`config.mk`:
```
export PLATFORM = sky130hd
export DESIGN_NAME = link_power_monitor
export DESIGN_NICKNAME = d
export VERILOG_FILES = /design/src/rtl/lpm_pkg.sv /design/src/rtl/lpm_sync.sv /design/src/rtl/lpm_filter.sv /design/src/rtl/lpm_wake.sv /design/src/rtl/lpm_strap.sv /design/src/rtl/link_power_monitor.sv
export SDC_FILE = /design/constraint.sdc
export NUM_CORES = 1
export LEC_CHECK = 0
export BUFFER_PORTS_ARGS = -buffer_cell sky130_fd_sc_hd__buf_2
export CAP_MARGIN = 20
export CELL_PAD_IN_SITES_DETAIL_PLACEMENT = 0
export CELL_PAD_IN_SITES_GLOBAL_PLACEMENT = 2
export CORE_ASPECT_RATIO = 1.2
export CORE_MARGIN = 1.5
export CORE_UTILIZATION = 33
export CTS_BUF_LIST = sky130_fd_sc_hd__clkbuf_8 sky130_fd_sc_hd__clkbuf_16
export DETAILED_ROUTE_END_ITERATION = 8
export HOLD_SLACK_MARGIN = 0.02
export PLACE_DENSITY_LB_ADDON = 0.1
export SETUP_SLACK_MARGIN = 0.05
export SLEW_MARGIN = 20
export SYNTH_ARGS = -nofsm -noshare
export SYNTH_HDL_FRONTEND = slang
export SYNTH_SLANG_ARGS = --single-unit
```
`constraint.sdc`:
```
create_clock -name clk -period 1.98 [get_ports clk]
set_input_delay 0.495 -clock clk [delete_from_list [all_inputs] [get_ports clk]]
set_output_delay 0.495 -clock clk [all_outputs]
set_load 0.1 [all_outputs]
```
`src/rtl/lpm_pkg.sv`:
```
package lpm_pkg;

    localparam int PCLASS_W = 3;

    typedef enum logic {
        WK_IDLE = 1'b0,
        WK_RUN  = 1'b1
    } wake_state_e;

    typedef struct packed {
        logic                contender;
        logic [PCLASS_W-1:0] pclass;
    } strap_t;

endpackage

```
`src/rtl/lpm_sync.sv`:
```
module lpm_sync #(
    parameter int STAGES = 2
) (
    input  logic clk,
    input  logic rst_n,
    input  logic async_in,
    output logic sync_out
);

    logic [STAGES-1:0] chain_d, chain_q;

    generate
        if (STAGES == 1) begin : g_single
            always_comb chain_d = async_in;
        end else begin : g_multi
            always_comb chain_d = {chain_q[STAGES-2:0], async_in};
        end
    endgenerate

    always_ff @(posedge clk or negedge rst_n) begin
        if (!rst_n) chain_q <= '0;
        else        chain_q <= chain_d;
    end

    assign sync_out = chain_q[STAGES-1];

endmodule

```
`src/rtl/lpm_filter.sv`:
```
module lpm_filter #(
    parameter int DOWN_CYCLES = 1228800
) (
    input  logic clk,
    input  logic rst_n,
    input  logic lps_s,
    output logic powered
);

    localparam int CNT_W = $clog2(DOWN_CYCLES + 1);
    localparam logic [CNT_W-1:0] LAST_LOW = CNT_W'(DOWN_CYCLES - 1);

    typedef struct packed {
        logic             powered;
        logic [CNT_W-1:0] low_cnt;
    } filt_t;

    filt_t st_d, st_q;

    always_comb begin
        st_d = st_q;
        if (lps_s) begin
            st_d.powered = 1'b1;
            st_d.low_cnt = '0;
        end else if (st_q.powered) begin
            if (st_q.low_cnt == LAST_LOW) begin
                st_d.powered = 1'b0;
                st_d.low_cnt = '0;
            end else begin
                st_d.low_cnt = st_q.low_cnt + 1'b1;
            end
        end else begin
            st_d.low_cnt = '0;
        end
    end

    always_ff @(posedge clk or negedge rst_n) begin
        if (!rst_n) st_q <= '0;
        else        st_q <= st_d;
    end

    assign powered = st_q.powered;

endmodule

```
`src/rtl/lpm_wake.sv`:
```
module lpm_wake
    import lpm_pkg::*;
#(
    parameter int HALF_PERIOD = 4
) (
    input  logic clk,
    input  logic rst_n,
    input  logic lps_s,
    input  logic powered,
    input  logic req,
    input  logic cancel,
    output logic wake
);

    localparam int PERIOD = 2 * HALF_PERIOD;
    localparam int PH_W   = (PERIOD > 2) ? $clog2(PERIOD) : 1;
    localparam logic [PH_W-1:0] PH_LAST = PH_W'(PERIOD - 1);
    localparam logic [PH_W-1:0] PH_HALF = PH_W'(HALF_PERIOD);

    typedef struct packed {
        wake_state_e      st;
        logic [PH_W-1:0]  phase;
    } wake_t;

    wake_t w_d, w_q;

    always_comb begin
        w_d = w_q;
        case (w_q.st)
            WK_IDLE: begin
                w_d.phase = '0;
                if (req && !powered) w_d.st = WK_RUN;
            end
            WK_RUN: begin
                if (cancel || powered) begin
                    w_d.st    = WK_IDLE;
                    w_d.phase = '0;
                end else if (w_q.phase == PH_LAST) begin
                    w_d.phase = '0;
                end else begin
                    w_d.phase = w_q.phase + 1'b1;
                end
            end
            default: begin
                w_d.st    = WK_IDLE;
                w_d.phase = '0;
            end
        endcase
    end

    always_ff @(posedge clk or negedge rst_n) begin
        if (!rst_n) w_q <= '{st: WK_IDLE, phase: '0};
        else        w_q <= w_d;
    end

    assign wake = (w_q.st == WK_RUN) && (w_q.phase < PH_HALF) && !lps_s;

endmodule

```
`src/rtl/lpm_strap.sv`:
```
module lpm_strap
    import lpm_pkg::*;
(
    input  logic                clk,
    input  logic                rst_n,
    input  logic                pin_in,
    input  logic [PCLASS_W-1:0] pclass_in,
    output strap_t              strap,
    output logic                drive_en
);

    strap_t cap_d, cap_q;
    logic   en_d, en_q;

    always_comb begin
        cap_d = cap_q;
        if (!rst_n) begin
            cap_d.contender = pin_in;
            cap_d.pclass    = pclass_in;
        end
        en_d = 1'b1;
    end

    always_ff @(posedge clk) begin
        cap_q <= cap_d;
    end

    always_ff @(posedge clk or negedge rst_n) begin
        if (!rst_n) en_q <= 1'b0;
        else        en_q <= en_d;
    end

    assign strap    = cap_q;
    assign drive_en = en_q;

endmodule

```
`src/rtl/link_power_monitor.sv`:
```
module link_power_monitor
    import lpm_pkg::*;
#(
    parameter int DOWN_CYCLES = 1228800,
    parameter int HALF_PERIOD = 4,
    parameter int SYNC_STAGES = 2
) (
    input  logic                clk,
    input  logic                rst_n,
    input  logic                lps_in,
    input  logic                wake_req,
    input  logic                wake_cancel,
    input  logic                wake_pin_in,
    input  logic [PCLASS_W-1:0] pwr_class_strap,
    output logic                wake_out,
    output logic                wake_oe,
    output logic                link_powered,
    output logic                link_if_en,
    output logic                repeater_only,
    output logic                contender_dflt,
    output logic [PCLASS_W-1:0] pwr_class_dflt
);

    logic   lps_sync;
    logic   powered;
    strap_t strap;

    lpm_sync #(.STAGES(SYNC_STAGES)) u_sync (
        .clk      (clk),
        .rst_n    (rst_n),
        .async_in (lps_in),
        .sync_out (lps_sync)
    );

    lpm_filter #(.DOWN_CYCLES(DOWN_CYCLES)) u_filter (
        .clk     (clk),
        .rst_n   (rst_n),
        .lps_s   (lps_sync),
        .powered (powered)
    );

    lpm_wake #(.HALF_PERIOD(HALF_PERIOD)) u_wake (
        .clk     (clk),
        .rst_n   (rst_n),
        .lps_s   (lps_sync),
        .powered (powered),
        .req     (wake_req),
        .cancel  (wake_cancel),
        .wake    (wake_out)
    );

    lpm_strap u_strap (
        .clk       (clk),
        .rst_n     (rst_n),
        .pin_in    (wake_pin_in),
        .pclass_in (pwr_class_strap),
        .strap     (strap),
        .drive_en  (wake_oe)
    );

    assign link_powered   = powered;
    assign link_if_en     = powered;
    assign repeater_only  = ~powered;
    assign contender_dflt = strap.contender;
    assign pwr_class_dflt = strap.pclass;

endmodule

```
==> results of run 1 <==
worst paths after layout:
kind,to,from,depth (start not counted),slack [ns]
max in group asynchronous,u_filter.powered,rst_n,2,1.45
max,wake_out,u_sync.chain_q[1],2,0.15
min,u_filter.st_q[19],rst_n,2,0.23
min in group clk,u_sync.chain_q[0],lps_in,1,0.32
min reg2reg,u_sync.chain_q[1],u_sync.chain_q[0],0,0.35
max reg2reg,u_filter.st_q[18],u_filter.st_q[8],4,0.15
power by group through the flow:
stage,clock [mW],combinational [mW],sequential [mW]
floorplan,0,0.0197,0.781
global placement,0,0.110,0.726
detailed placement,0,0.111,0.727
CTS,0.516,0.111,0.713
global route,0.540,0.118,0.716
finish,0.490,0.109,0.715
routing by layer:
layer  vias to the layer above  track usage
li1                        527            -
met1                       514       0.1625
met2                        21       0.2031
met3                         4      0.03561
met4                         0      0.05870
met5                         -            0
cells by family after synthesis:
kind of cell | Yosys count | synth area share
buf+inv | 10 | 0.02821
flops | 33 | 0.5778
other cells | 1 | 0.002562
compound gates | 13 | 0.05384
simple gates | 61 | 0.2282
xor+xnor | 14 | 0.08376
fa+ha+maj | 3 | 0.02564
area by class of cell:
type | count | area (um^2)
repair buffers | 25 | 145.1
fillers | 422 | 2462
flip-flops and latches | 33 | 855.8
inverters | 7 | 30.03
clock buffers | 5 | 68.82
well taps | 56 | 70.07
multi-input cells | 92 | 611.8
clock inverters | 3 | 17.52
critical path, stage by stage, from the launching register on:
cell and delay [ns]:
dfrtp_1 0.44, nor3b_4 0.19, buf_2 0.44
metrics by stage:
stage	util	hold slack, ns	cells
floorplan	-	0.1994	135
global placement	0.3978	0.3343	213
detailed placement	0.3978	0.3372	213
CTS	0.4181	0.2363	221
global route	0.4222	0.2631	221
finish	0.4222	0.2280	221
layout by cell type, fill, tap and decap left out, types with 6 or more instances in the layout:
master	count
buf_2	17
buf_4	8
dfrtp_1	23
inv_1	6
nand2_1	6
nand4_1	6
nor2_1	20
xnor2_1	11
state kept, by name (all words and copies together) (netlist names):
signal / flops
u_filter.powered: 1
u_strap.drive_en: 1
u_wake.w_q: 4
u_sync.chain_q: 2
u_strap.strap: 4
u_filter.st_q: 21
==> results.json, run 1 <==
{
  "finalSetupTns_ns": 0,
  "yosysMostFrequentCell": "dfrtp_1",
  "avgViaCountPerCell": 4.824,
  "clockBufferDepth": 2,
  "clkTransAtPathRegs_ns": 0.07,
  "drive_gt1_frac": 0.2909,
  "clock_latency_ns": 0.28,
  "fp-row-count": 26,
  "timing.final.crit_share": 0.9265,
  "worstHoldPathType": "in2async",
  "power_frac_clock": 0.373,
  "core_um2": 4262,
  "wirelength_um": 2825,
  "cts_root_buffer": "clkbuf_8",
  "slew_violations": 0,
  "dp_worst_setup_slack_ns": 0.1043,
  "crit_required_ns": 1.48,
  "hold_viol_final": 0,
  "combPwrFrac": 0.083,
  "power_frac_seq": 0.544,
  "synthArstFlopShare": 0.8788,
  "met1_length_um": 1274,
  "synth_fp_nets": 147,
  "hold_buffers": 0,
  "critPathCaptureType": "primary output",
  "setup-violations-final": 0,
  "netSwitchingPower_uw": 346.7,
  "dr.max_layer_used": "met4",
  "htreeDepth": 2,
  "cell_internal_pwr_uw": 966.7,
  "cts_setup_buffers": 0,
  "area_delta_synth_final_pct": 22.91,
  "port_buffers": 17,
  "cts_resized": 0,
  "fin_area_um2": 1799,
  "netlist_instances": 135,
  "ys_warn_count": 0,
  "grt.total_usage": 0.1288,
  "io_pins": 18,
  "first_global_vias": 1009,
  "die_h_um": 75.96,
  "p_total_mw": 1.313,
  "cts_buffers": 5,
  "p_per_area_nw_per_um2": 730.0,
  "layout.nets": 176,
  "syn_area_per_cell_um2": 10.84,
  "dpl.hpwl_um": 2012,
  "start_kind": "register",
  "initial_core_util": 0.3435,
  "yosys_register_bits": 33,
  "die_x_um": 63.80,
  "synthFlopType": "dfrtp_1",
  "synth_edf_count": 4,
  "synth_area_um2": 1464,
  "grt_max_degree": 30,
  "synthTopCellsByArea": "dfrtp_1, edfxtp_1, xnor2_1",
  "leakagePower_nw": 0.7266,
  "synth_top_area_frac": 0.4957,
  "via_count": 1066,
  "synth-seq-area-share": 0.5778,
  "dieArea_um2": 4846,
  "route.met3.wl_um": 91,
  "drv_cap": 0,
  "cts_sinks": 33,
  "drt-initial-drc-count": 42,
  "rsz0062_at_grt": "no",
  "max_freq_mhz": 545.1,
  "ant_nets": 0,
  "cp.arrival_ns": 1.34,
  "ys_types": 29,
  "drcViolationCount": 0,
  "yosysTopAreaCell": "dfrtp_1",
  "worst-setup-path-type": "reg2out",
  "dr_wl_met2_um": 1403,
  "antenna_found_initial": 0,
  "outcome": "finished, final reports clean",
  "fin_crit_ns": 1.835,
  "grt_overflow": 0,
  "switching_share": 0.2640,
  "ir_drop_mv": 0.3585,
  "cts_tree": "yes",
  "dpl_cell_area_um2": 1695,
  "cp_max_fo": 4,
  "grt_pass1_wl_um": 4830,
  "finalClockSkew_ns": 0.004757,
  "synth_commonest_cells": "dfrtp_1, nor2_1, xnor2_1, inv_1",
  "fin_ws_ns": 0.1455,
  "gp_congestion": 0.7428,
  "drt_pre_antenna_iters": 4,
  "post_drt_wl_per_cell_um": 12.78,
  "diodes": 0
}
Power figures use the tool's default switching activity.
==> run 2: changes to the inputs <==
--- a/config.mk
+++ b/config.mk
@@ -11,7 +11,7 @@
 export CELL_PAD_IN_SITES_GLOBAL_PLACEMENT = 2
 export CORE_ASPECT_RATIO = 1.2
 export CORE_MARGIN = 1.5
-export CORE_UTILIZATION = 33
+export CORE_UTILIZATION = 34
 export CTS_BUF_LIST = sky130_fd_sc_hd__clkbuf_8 sky130_fd_sc_hd__clkbuf_16
 export DETAILED_ROUTE_END_ITERATION = 8
 export HOLD_SLACK_MARGIN = 0.02
@@ -20,4 +20,5 @@
 export SLEW_MARGIN = 20
 export SYNTH_ARGS = -nofsm -noshare
 export SYNTH_HDL_FRONTEND = slang
+export SYNTH_HIERARCHICAL = 1
 export SYNTH_SLANG_ARGS = --single-unit
==> run 2 against run 1 <==
Net effect:
- utilization is 0.29 points higher
- die area increased by 2.4%
- power increased by 9.6%
- global-route usage grew 1.5 points
- highest routed layer unchanged
- critical path depth unchanged
- synthesized cell count increased by 3.0%
- first-iteration DRC count grew 17%
==> results.json, run 2 <==
{
  "outcome": "finished, final reports clean",
  "synthTopCellsByArea": "dfrtp_1, edfxtp_1, xor2_1",
  "synth_commonest_cells": "dfrtp_1, nor2_1, nand3_1, nand4_1, xor2_1",
  "finalClockSkew_ns": 0.002468,
  "synth_edf_count": 4,
  "drive_gt1_frac": 0.2848,
  "cts_buffers": 5,
  "cts_tree": "yes",
  "setup-violations-final": 0,
  "fin_crit_ns": 1.814,
  "synth-seq-area-share": 0.5469,
  "synthFlopType": "dfrtp_1",
  "post-route-util": 0.4251,
  "synth_area_um2": 1546,
  "ant_nets": 0,
  "clockBufferDepth": 2,
  "path_cells": "nor3b_2 -> buf_2",
  "first_global_vias": 1188,
  "crit_required_ns": 1.48,
  "cell_internal_pwr_mw": 1.094,
  "critPathMaxStageDelay_ns": 0.44,
  "layout.nets": 176,
  "whs_ns": 0.2464,
  "grt_use_met1": 0.1727,
  "largest_reg_flops": 21,
  "htreeDepth": 2,
  "hold_viol_final": 0,
  "leakagePower_nw": 0.7842,
  "diodes": 0,
  "yosysMostFrequentCell": "dfrtp_1",
  "final_common_cell": "dfrtp_1",
  "final_cell_mix": "dfrtp_1, buf_2, nor2_1, nand3_1, nand4_1",
  "syn_area_per_cell_um2": 11.13,
  "cts_root_buffer": "clkbuf_8",
  "grt.total_usage": 0.1441,
  "dp_worst_setup_slack_ns": 0.1540,
  "netlist_instances": 139,
  "worst-setup-path-type": "reg2out",
  "largest_register": "u_filter/st_q",
  "yosys_register_bits": 33,
  "rsz0062_at_grt": "no",
  "grt_overflow": 0,
  "dieArea_um2": 4964,
  "cp_max_fo": 6,
  "ir_drop_mv": 0.3300,
  "clkTransAtPathRegs_ns": 0.07,
  "die_h_um": 76.88,
  "dp.cells": 213,
  "switching_share": 0.2398,
  "drt-initial-drc-count": 49,
  "combPwrFrac": 0.078,
  "core_um2": 4327,
  "area_delta_synth_final_pct": 18.93,
  "top_usage_layer": "met2",
  "via_count": 1129,
  "initial_core_util": 0.3574,
  "power_frac_clock": 0.430,
  "max_freq_mhz": 551.3,
  "synthArstFlopShare": 0.8788,
  "use_met2": 0.2333,
  "io_pins": 18,
  "clock_latency_ns": 0.28,
  "ys_warn_count": 6,
  "wirelength_um": 2999,
  "grt_util_met3": 0.04399,
  "dpl.hpwl_um": 2197,
  "start_kind": "register",
  "yosysTopAreaCell": "dfrtp_1",
  "critPathCaptureType": "primary output",
  "die_x_um": 64.57,
  "fp-row-count": 26,
  "antenna_found_initial": 0,
  "cts_setup_buffers": 0,
  "cts_sinks": 33,
  "grt_pass1_wl_um": 5478,
  "gp_congestion": 0.7240,
  "synth_fp_nets": 151,
  "ys_types": 40,
  "fin_ws_ns": 0.1660,
  "worstHoldPathType": "in2async",
  "p_per_area_nw_per_um2": 782.4,
  "drt_pre_antenna_iters": 2,
  "port_buffers": 17,
  "p_total_mw": 1.439,
  "cp_slowest_cell": "buf_2",
  "synth_top_area_frac": 0.4693,
  "power_frac_seq": 0.493,
  "finalNonFillerCells": 221,
  "drv_cap": 0,
  "slew_violations": 0,
  "cp.arrival_ns": 1.32,
  "timing.final.crit_share": 0.9161,
  "netSwitchingPower_uw": 345.1,
  "post_drt_wl_per_cell_um": 13.57,
  "grt_max_degree": 30,
  "drcViolationCount": 0,
  "avgViaCountPerCell": 5.109
}
[run 2: changes by cell type after synthesis, sizes merged, moves of 3 or more]
| cell | delta |
|---|---|
| and3 | +4 |
| buf | +4 |
| inv | -3 |
| nand2b | +3 |
| nand3 | +4 |
| nor2 | -3 |
| nor3 | -3 |
| o31ai | +3 |
| xnor2 | -5 |
| xor2 | +4 |
[run 2: worst paths after layout]
check	from	to	slack, ns	cells past startpoint
worst max-delay path	u_wake/w_q[3]	wake_out	0.17	2
worst min-delay path	rst_n	u_wake/w_q[3]	0.25	2
worst max register to register	u_filter/st_q[0]	u_filter/st_q[18]	0.24	5
worst min register to register	u_sync/chain_q[0]	u_sync/chain_q[1]	0.35	0
max in group asynchronous	rst_n	u_filter/powered	1.45	2
min in group clk	lps_in	u_sync/chain_q[0]	0.32	1
[run 2: routing by layer]
layer  routed length [um]  share of wire
met1                 1295           0.43
met3                   86          0.029
met4                   72          0.024
met5                    0              0
met2                 1546           0.52
[run 2: stage by stage]
stage / TNS, ns / cell area (um^2)
floorplan: -0.1178 / 1553
global placement: 0 / 1724
detailed placement: 0 / 1724
CTS: 0 / 1834
global route: 0 / 1839
finish: 0 / 1839
[run 2: logic make-up (layout without fill, tap and decap cells)]
kind of cell,Yosys count,in the layout,share of synthesized area
AOI/OAI and AO/OA,15,15,0.06797
xor gates and xnor gates,13,13,0.07363
adders and majority gates,3,3,0.02427
buffers and inverters,9,35,0.03155
DFF,33,33,0.5469
other,1,1,0.002425
and+or+nand+nor,65,65,0.2532
[run 2: worst max-delay path, delay by kind of cell (launching register included)]
kind                   cells  cell delay, ns
buffers and inverters      1            0.44
DFF                        1            0.41
and+or+nand+nor            1            0.18
[run 2: layout make-up]
cell class              instances  area [um^2]
fillers                       432         2487
flip-flops and latches         33        847.1
multi-input cells              97        666.9
repair buffers                 23        130.1
well taps                      56        70.07
clock buffers                   5        68.82
clock inverters                 3        41.29
inverters                       4        15.01
[run 2: timing repair]
action                                  CTS  global route
hold buffers                              0             0
resized for setup                         0             2
endpoints found under the setup margin    0            21
[run 2: power by group through the flow]
stage | Combinational [mW] | Clock [mW] | Sequential [mW]
6_report | 0.112 | 0.618 | 0.709
5_1_grt | 0.120 | 0.675 | 0.711
4_1_cts | 0.113 | 0.649 | 0.709
3_5_place_dp | 0.113 | 0 | 0.722
3_3_place_gp | 0.112 | 0 | 0.721
2_1_floorplan | 0.0197 | 0 | 0.777
